--- src/rtl/shadow_attr_pkg.sv ---
package shadow_attr_pkg;
  localparam int unsigned ADDR_W    = 32;
  localparam int unsigned REG_W     = 8;
  localparam int unsigned NUM_REGS  = 7;
  localparam int unsigned NIB_W     = REG_W / 2;
  localparam int unsigned NUM_RGN   = 2 * NUM_REGS;
  localparam int unsigned RGN_W     = $clog2(NUM_RGN);
  localparam logic [7:0]  CFG_BASE  = 8'h59;
  localparam int unsigned RD_EN_BIT = 0;
  localparam int unsigned WR_EN_BIT = 1;

  typedef logic [RGN_W-1:0] rgn_idx_t;
endpackage

--- src/rtl/shadow_attr_regs.sv ---
module shadow_attr_regs
  import shadow_attr_pkg::*;
(
  input  logic                      clk_i,
  input  logic                      rst_ni,
  input  logic                      we_i,
  input  logic [7:0]                addr_i,
  input  logic [REG_W-1:0]          wdata_i,
  output logic [REG_W-1:0]          rdata_o,
  output logic [NUM_REGS*REG_W-1:0] attr_o
);
  logic [NUM_REGS-1:0] hit;

  for (genvar g = 0; g < NUM_REGS; g++) begin : g_reg
    localparam logic [7:0] OFF = CFG_BASE + 8'(g);
    logic [REG_W-1:0] q;
    assign hit[g] = (addr_i == OFF);
    always_ff @(posedge clk_i or negedge rst_ni) begin
      if (!rst_ni)              q <= '0;
      else if (we_i && hit[g])  q <= wdata_i;
    end
    assign attr_o[g*REG_W +: REG_W] = q;
  end

  always_comb begin
    rdata_o = '0;
    for (int k = 0; k < NUM_REGS; k++)
      if (hit[k]) rdata_o = attr_o[k*REG_W +: REG_W];
  end
endmodule

--- src/rtl/shadow_region_decode.sv ---
module shadow_region_decode
  import shadow_attr_pkg::*;
(
  input  logic [ADDR_W-1:0] addr_i,
  output logic              hit_o,
  output rgn_idx_t          idx_o
);
  logic below_1m;
  assign below_1m = (addr_i[ADDR_W-1:20] == '0);

  always_comb begin
    hit_o = 1'b0;
    idx_o = '0;
    if (below_1m && addr_i[19:18] == 2'b11) begin
      hit_o = 1'b1;
      // 0xF0000-0xFFFFF is one 64 KB region, the rest are 16 KB blocks from 0xC0000
      if (addr_i[19:16] == 4'hF) idx_o = rgn_idx_t'(1);
      else                       idx_o = rgn_idx_t'(2) + rgn_idx_t'(addr_i[17:14]);
    end
  end
endmodule

--- src/rtl/shadow_attr_decoder.sv ---
module shadow_attr_decoder
  import shadow_attr_pkg::*;
(
  input  logic              clk_i,
  input  logic              rst_ni,
  input  logic              cfg_we_i,
  input  logic [7:0]        cfg_addr_i,
  input  logic [REG_W-1:0]  cfg_wdata_i,
  output logic [REG_W-1:0]  cfg_rdata_o,
  input  logic [ADDR_W-1:0] mem_addr_i,
  output logic              dram_rd_sel_o,
  output logic              dram_wr_sel_o
);
  logic [NUM_REGS*REG_W-1:0] attr;
  logic                      rgn_hit;
  rgn_idx_t                  rgn_idx;
  logic [NIB_W-1:0]          nib;

  shadow_attr_regs u_regs (
    .clk_i   (clk_i),
    .rst_ni  (rst_ni),
    .we_i    (cfg_we_i),
    .addr_i  (cfg_addr_i),
    .wdata_i (cfg_wdata_i),
    .rdata_o (cfg_rdata_o),
    .attr_o  (attr)
  );

  shadow_region_decode u_dec (
    .addr_i (mem_addr_i),
    .hit_o  (rgn_hit),
    .idx_o  (rgn_idx)
  );

  // region i field sits at bit i*NIB_W of the packed register bank
  assign nib = attr[rgn_idx*NIB_W +: NIB_W];

  assign dram_rd_sel_o = rgn_hit ? nib[RD_EN_BIT] : 1'b1;
  assign dram_wr_sel_o = rgn_hit ? nib[WR_EN_BIT] : 1'b1;
endmodule

--- config.mk ---
export PLATFORM = sky130hd
export DESIGN_NAME = shadow_attr_decoder
export DESIGN_NICKNAME = d
export VERILOG_FILES = /design/src/rtl/shadow_attr_pkg.sv /design/src/rtl/shadow_attr_regs.sv /design/src/rtl/shadow_region_decode.sv /design/src/rtl/shadow_attr_decoder.sv
export SDC_FILE = /design/constraint.sdc
export NUM_CORES = 1
export LEC_CHECK = 0
export BUFFER_PORTS_ARGS = -buffer_cell sky130_fd_sc_hd__buf_2
export CAP_MARGIN = 20
export CELL_PAD_IN_SITES_DETAIL_PLACEMENT = 1
export CELL_PAD_IN_SITES_GLOBAL_PLACEMENT = 1
export CORE_ASPECT_RATIO = 1.25
export CORE_MARGIN = 1.5
export CORE_UTILIZATION = 39
export CTS_CLUSTER_DIAMETER = 60
export DETAILED_ROUTE_END_ITERATION = 12
export PLACE_DENSITY_LB_ADDON = 0.1
export SLEW_MARGIN = 20
export SYNTH_ARGS = -nofsm -noshare
export SYNTH_HDL_FRONTEND = slang
export SYNTH_SLANG_ARGS = --single-unit
--- constraint.sdc ---
create_clock -name clk_i -period 2.43 [get_ports clk_i]
set_clock_uncertainty 0.2 [all_clocks]
set_input_delay 0.3645 -clock clk_i [delete_from_list [all_inputs] [get_ports clk_i]]
set_output_delay 0.3645 -clock clk_i [all_outputs]
set_load 0.01 [all_outputs]
==> flow_summary_export.csv, run 1 <==
group,metric,value,unit
outcome,outcome,"complete, but fails checks",
outcome,violations,"negative setup slack",
critical_path,endpoint_kind,"output port",
power,power_density,528,nW/um^2
global_route,antenna_found_initial,0,
die,initial_utilization,40.3,%
logic_synthesis,synth-seq-cells,56,
clock_tree,tritoncts,"built",
detailed_routing,post_drt_via_cell_ratio,5.66,
cells_and_area,largest_reg_flops,56,
critical_path,cp-start-kind,"input pin",
timing,finalHoldViolCount,0,
timing,fin_ws,-388,ps
critical_path,required,1870,ps
cells_and_area,fill_cells,850,
critical_path,worstPathArrival,2250,ps
cells_and_area,area_growth,27.8,%
timing,rsz0062_at_grt,"true",
timing,timing.fmax,355,MHz
die,die_area,8610,sq um
clock_tree,clockBufferDepth,2,
detailed_routing,first_pass_iters,4,
timing,finalSetupViolCount,2,
power,peakVddDrop,0.403,mV
cells_and_area,nNetsFinal,414,
critical_path,path_max_fanout,7,
global_route,first_global_vias,2784,
global_route,gr-total-overflow,0,
power,finalPower,2.12,mW
die,coreArea,7790,sq um
cells_and_area,top_register,"u_regs.g.q",
timing,drv_slew,0,
logic_synthesis,seq_area_frac_synth,44.6,%
logic_synthesis,syn_inst,281,
global_route,track_usage,23.2,%
timing,period_share,116,%
detailed_routing,wl_per_cell,20.6,microns
timing,tightest_slew,519,ps
power,pwr-share-clk,39.2,%
global_route,grt_max_degree,36,
placed_design,routabilityCongestion,0.853,
logic_synthesis,ys_types,47,
power,comb_power_share,13.1,%
detailed_routing,drt_wl_total,9440,microns
critical_path,critPathKind,"input pin to output port",
cells_and_area,antenna_cells,0,
clock_tree,cts_buffers,5,
clock_tree,insertion_delay,320,ps
run,maxCapViolCount,0,
clock_tree,cts.clk_slew.worst_paths,100,ps
detailed_routing,drt_first_iter_violations,46,
global_route,grt_pass1_wl,15100,microns
power,internal_power,1.63,mW
clock_tree,htreeDepth,2,
logic_synthesis,synth_warnings,0,
power,p_leak,1.91,nW
power,netSwitchingPower,495,uW
die,io_pins,61,
placed_design,dp_cells,448,
power,p_sw_share,23.4,%
logic_synthesis,synth_top_area_cell,"dfrtp_1",
clock_tree,clock-root-buffer,"clkbuf_8",
cells_and_area,drive_gt1_share,49.0,%
cells_and_area,reg_top3,"u_regs.g.q (56)",
cells_and_area,stdcell_count,458,
detailed_routing,vias,2593,
detailed_routing,drtAntennaViolNets,0,
die,die_h,103,microns
timing,relSlewSlack,65.4,%
logic_synthesis,synth.net_count,333,
die,row_count,36,
placed_design,port_buffers,46,
logic_synthesis,ys_top_cells_by_area,"dfrtp_1 45%, mux2_2 23%, mux2i_1 2.5%",
timing,fin_crit,2820,ps
die,fp.dieW,83.3,microns
detailed_routing,drc,0,
placed_design,hpwlAfterDp,7140,microns
logic_synthesis,avgSynthCellArea,11.2,sq um
power,p_seq_share,47.7,%
logic_synthesis,synthesis.area,3140,sq um
clock_tree,clock-sinks,56,
logic_synthesis,yosysTopAreaCellShare,44.6,%
worst_hold_path,hp-class,"input pin to flip-flop",
-- power groups by stage --
stage	sequential (mW)	clock, mW	combinational (mW)
floorplan	1.01	0	0.136
global placement	1.03	0	0.263
detailed placement	1.03	0	0.271
CTS	1.01	0.847	0.278
global route	1.02	0.872	0.307
finish	1.01	0.830	0.279
-- cell usage in the layout, fill, tap and decap left out, drive strengths merged, types with 3 or more instances in the layout --
cell    count
mux2i       8
nor2b       6
and3        3
a22o        6
nand2      17
o21a        5
buf        87
a21oi      14
o21ai      16
a221o       3
nor3        8
mux2       63
dfrtp      56
bufinv      3
a22oi       7
nor2       13
inv         3
o22ai       7
clkbuf      6
nand3       3
or4         3
-- worst max-delay path, stage by stage --
cell and delay, ps:
buf_6 90, or4_4 530, nor4_4 370, buf_4 210, nor4b_4 180, nor2_1 60, a221o_1 300, buf_2 140
-- what timing repair did --
action | 4_1_cts | 5_1_grt
hold buffers | 1 | 0
pin swaps | 3 | 0
endpoints found under the setup margin | 2 | 8
resized for setup | 4 | 8
hold endpoints to repair | 21 | 0
buffers inserted | 1 | 0
-- per-layer routing --
layer	track usage, %	vias to the layer above	wire, microns
met2	43.5	58	5030
met4	10.4	0	316
li1	-	1221	-
met5	0	-	0
met1	26.2	1290	3810
met3	3.97	24	292
-- stage by stage --
stage	utilization [%]	setup slack, ps	hold WS, ps	instance area [sq um]	setup TNS [ps]
4_1_cts	51.2	-386	144	3990	-754
3_5_place_dp	48.5	-466	164	3780	-905
3_3_place_gp	48.5	-380	168	3780	-747
6_report	51.5	-388	148	4020	-757
5_1_grt	51.5	-451	170	4020	-900
2_1_floorplan	-	-75.7	-131	3150	-147
-- cell usage after synthesis, drive strengths merged --
library cell / count
o32ai: 1
and3b: 1
o21a: 5
nor3: 8
clkbuf: 9
nand4: 1
nor4: 2
nor4b: 2
nor3b: 1
o311a: 1
mux2: 63
a211oi: 1
a211o: 1
inv: 3
a22oi: 7
nand3: 3
o21ai: 16
o211ai: 2
nand3b: 2
and4bb: 1
o22ai: 7
a41oi: 2
nor2b: 6
a22o: 6
or3: 1
dfrtp: 56
nand2: 17
nor2: 13
a21oi: 14
mux2i: 8
a31oi: 2
nand2b: 2
a41o: 1
buf: 6
and3: 3
or4: 3
ha: 1
a221o: 3
-- cell families (layout without fill, tap and decap cells) --
family | count (synthesis) | in the layout | synth area share (%)
adder cells (fa/ha/maj) | 1 | 1 | 0.398
buffers and inverters | 18 | 100 | 2.55
AO/OA/AOI/OAI | 69 | 69 | 14.8
multiplexers | 71 | 71 | 25.1
flip-flops | 56 | 56 | 44.6
AND/OR/NAND/NOR | 66 | 66 | 12.5
-- layout make-up --
type                            instances  area [sq um]  area share [%]
Multi-Input combinational cell        207          1720            42.9
Sequential cell                        56          1400            34.9
Timing Repair Buffer                   89           602            15.0
Clock inverter                          3          90.1            2.24
Clock buffer                            5          68.8            1.71
Tap cell                               95           119            2.96
Inverter                                3          11.3           0.280
-- path summary, 6_finish.rpt --
path | start | end | slack [ps] | cells after the start
worst max-delay path | mem_addr_i[30] | dram_wr_sel_o | -390 | 8
worst min-delay path | cfg_wdata_i[5] | u_regs.g_reg[4].q[5] | 150 | 3
worst max register to register | u_regs.g_reg[5].q[1] | u_regs.g_reg[5].q[1] | 1390 | 1
worst min register to register | u_regs.g_reg[0].q[6] | u_regs.g_reg[0].q[6] | 310 | 1
max in group asynchronous | rst_ni | u_regs.g_reg[6].q[1] | 1120 | 3
min in group asynchronous | rst_ni | u_regs.g_reg[5].q[3] | 330 | 2
Note: power is estimated with default switching activity, not from simulation.
==> run 2, diff against run 1 <==
--- a/config.mk
+++ b/config.mk
@@ -5,15 +5,15 @@
 export SDC_FILE = /design/constraint.sdc
 export NUM_CORES = 1
 export LEC_CHECK = 0
-export BUFFER_PORTS_ARGS = -buffer_cell sky130_fd_sc_hd__buf_2
 export CAP_MARGIN = 20
 export CELL_PAD_IN_SITES_DETAIL_PLACEMENT = 1
 export CELL_PAD_IN_SITES_GLOBAL_PLACEMENT = 1
 export CORE_ASPECT_RATIO = 1.25
 export CORE_MARGIN = 1.5
-export CORE_UTILIZATION = 39
+export CORE_UTILIZATION = 45
 export CTS_CLUSTER_DIAMETER = 60
 export DETAILED_ROUTE_END_ITERATION = 12
+export DONT_BUFFER_PORTS = 1
 export PLACE_DENSITY_LB_ADDON = 0.1
 export SLEW_MARGIN = 20
 export SYNTH_ARGS = -nofsm -noshare
==> run 2 against run 1 <==
The flow still finishes with violations (negative setup slack); wire length is 7.9% lower; non-clock buffer count shrank 48; fmax rose by 8.0%; clock-buffer cell count rose by 1; die area fell by 13%; hold slack lost 140 ps.
==> flow_summary_export.csv, run 2 (synthesized netlist as in run 1, its figures left out) <==
group,metric,value,unit
outcome,outcome,"complete, but fails checks",
global_route,antenna_found_initial,0,
clock_tree,clockBufferDepth,2,
die,die_area,7500,sq um
timing,rsz0062_at_grt,"true",
critical_path,path_max_fanout,4,
critical_path,required,1870,ps
die,coreArea,6650,sq um
global_route,grt_pass1_wl,14000,microns
power,p_leak,1.67,nW
cells_and_area,reg_top3,"u_regs.g.q (56)",
clock_tree,clock-root-buffer,"clkbuf_8",
detailed_routing,drc,0,
global_route,grt_max_degree,57,
outcome,violations,"negative setup slack",
critical_path,cp-startpoint,"mem_addr_i[29]",
power,finalPower,1.83,mW
detailed_routing,drt_wl_total,8700,microns
detailed_routing,post_drt_via_cell_ratio,6.06,
run,maxCapViolCount,0,
cells_and_area,multi_input_area,1700,sq um
placed_design,port_buffers,0,
timing,tightest_slew,536,ps
die,row_count,33,
detailed_routing,vias,2437,
timing,relSlewSlack,64.3,%
detailed_routing,first_pass_iters,4,
placed_design,hpwlAfterDp,5870,microns
power,peakVddDrop,0.304,mV
cells_and_area,mostFrequentLayoutCells,"63 x mux2_2, 56 x dfrtp_1, 25 x buf_4",
cells_and_area,area_growth,17.5,%
clock_tree,tritoncts,"built",
clock_tree,cts_buffers,5,
worst_hold_path,hp-class,"input pin to flip-flop",
die,die_h,96.4,microns
critical_path,endpoint_kind,"output port",
critical_path,cp-start-kind,"input pin",
critical_path,crit_end,"dram_wr_sel_o",
clock_tree,insertion_delay,310,ps
timing,finalSetupViolCount,2,
detailed_routing,drtAntennaViolNets,0,
detailed_routing,drt_first_iter_violations,134,
cells_and_area,top_register,"u_regs.g.q",
power,power_density,495,nW/um^2
cells_and_area,antenna_cells,0,
timing,finalHoldViolCount,0,
timing,drv_slew,0,
timing,whs,9.79,ps
cells_and_area,nNetsFinal,366,
timing,fin_crit,2610,ps
critical_path,worstPathArrival,2050,ps
critical_path,rr_worst_depth,1,
timing,fin_ws,-180,ps
detailed_routing,wl_per_cell,21.6,microns
critical_path,timing.rr.end,"u_regs.g_reg[0].q[5]",
critical_path,r2r_slack,1410,ps
cells_and_area,fill_cells,721,
cells_and_area,largest_reg_flops,56,
die,io_pins,61,
timing,fin_setup_tns,-330,ps
cells_and_area,final_common_cell,"mux2_2",
cells_and_area,regArea,1400,sq um
placed_design,routabilityCongestion,0.777,
clock_tree,cts.clk_slew.worst_paths,100,ps
cells_and_area,stdcell_count,402,
global_route,first_global_vias,2649,
global_route,gr-total-overflow,0,
clock_tree,htreeDepth,2,
global_route,track_usage,24.9,%
critical_path,r2r-start,"u_regs.g_reg[0].q[5]",
clock_tree,clock-sinks,56,
cells_and_area,drive_gt1_share,35.9,%
timing,timing.fmax,383,MHz
die,fp.dieW,77.8,microns
placed_design,dp_cells,377,
critical_path,critPathKind,"input pin to output port",
timing,period_share,107,%
die,initial_utilization,47.3,%
## run 2: metal layers
layer	GRT usage, %	wire, microns
met3	3.66	260
met2	47.5	4740
met5	0	0
met4	9.24	165
met1	28.1	3530
## run 2: timing repair
item / in CTS / in global routing
hold endpoints to repair: 105 / 4
pin swaps: 3 / 2
resized for setup: 4 / 2
hold buffers: 11 / 4
buffers inserted: 2 / 0
endpoints found under the setup margin: 2 / 2
## run 2: power by group
part	total (mW)	switching [mW]	internal, mW
logic	0.210	0.102	0.108
clock network	0.608	0.301	0.306
registers	1.01	0.0317	0.977
## run 2: worst min-delay path by stage
stage,startpoint,endpoint,cells after the start
after floorplan,rst_ni,u_regs.g_reg[0].q[0],0
after global placement,rst_ni,u_regs.g_reg[0].q[2],0
after detailed placement,rst_ni,u_regs.g_reg[1].q[3],0
after CTS,cfg_wdata_i[5],u_regs.g_reg[1].q[5],1
after global routing,cfg_wdata_i[5],u_regs.g_reg[6].q[5],1
final,cfg_wdata_i[4],u_regs.g_reg[3].q[4],1
## run 2: worst max-delay path, stage by stage
cell	delay [ps]
or4_4	530
nor4_4	250
buf_4	170
buf_6	110
buf_4	100
nand3_1	110
o21ai_0	210
a221o_1	200
## run 2: area by class of cell
class / instances / area share, %
Clock inverter: 2 / 0.949
Sequential cell: 56 / 38.0
Clock buffer: 6 / 1.97
Multi-Input combinational cell: 207 / 46.0
Timing Repair Buffer: 41 / 9.93
Tap cell: 87 / 2.95
Inverter: 3 / 0.305
## run 2: per-stage QoR
stage,setup WS [ps],util (%),cell area [sq um]
floorplan,-75.7,-,3150
global placement,-197,50.7,3370
detailed placement,-287,50.7,3370
CTS,-225,54.9,3650
global route,-284,55.5,3690
finish,-180,55.5,3690
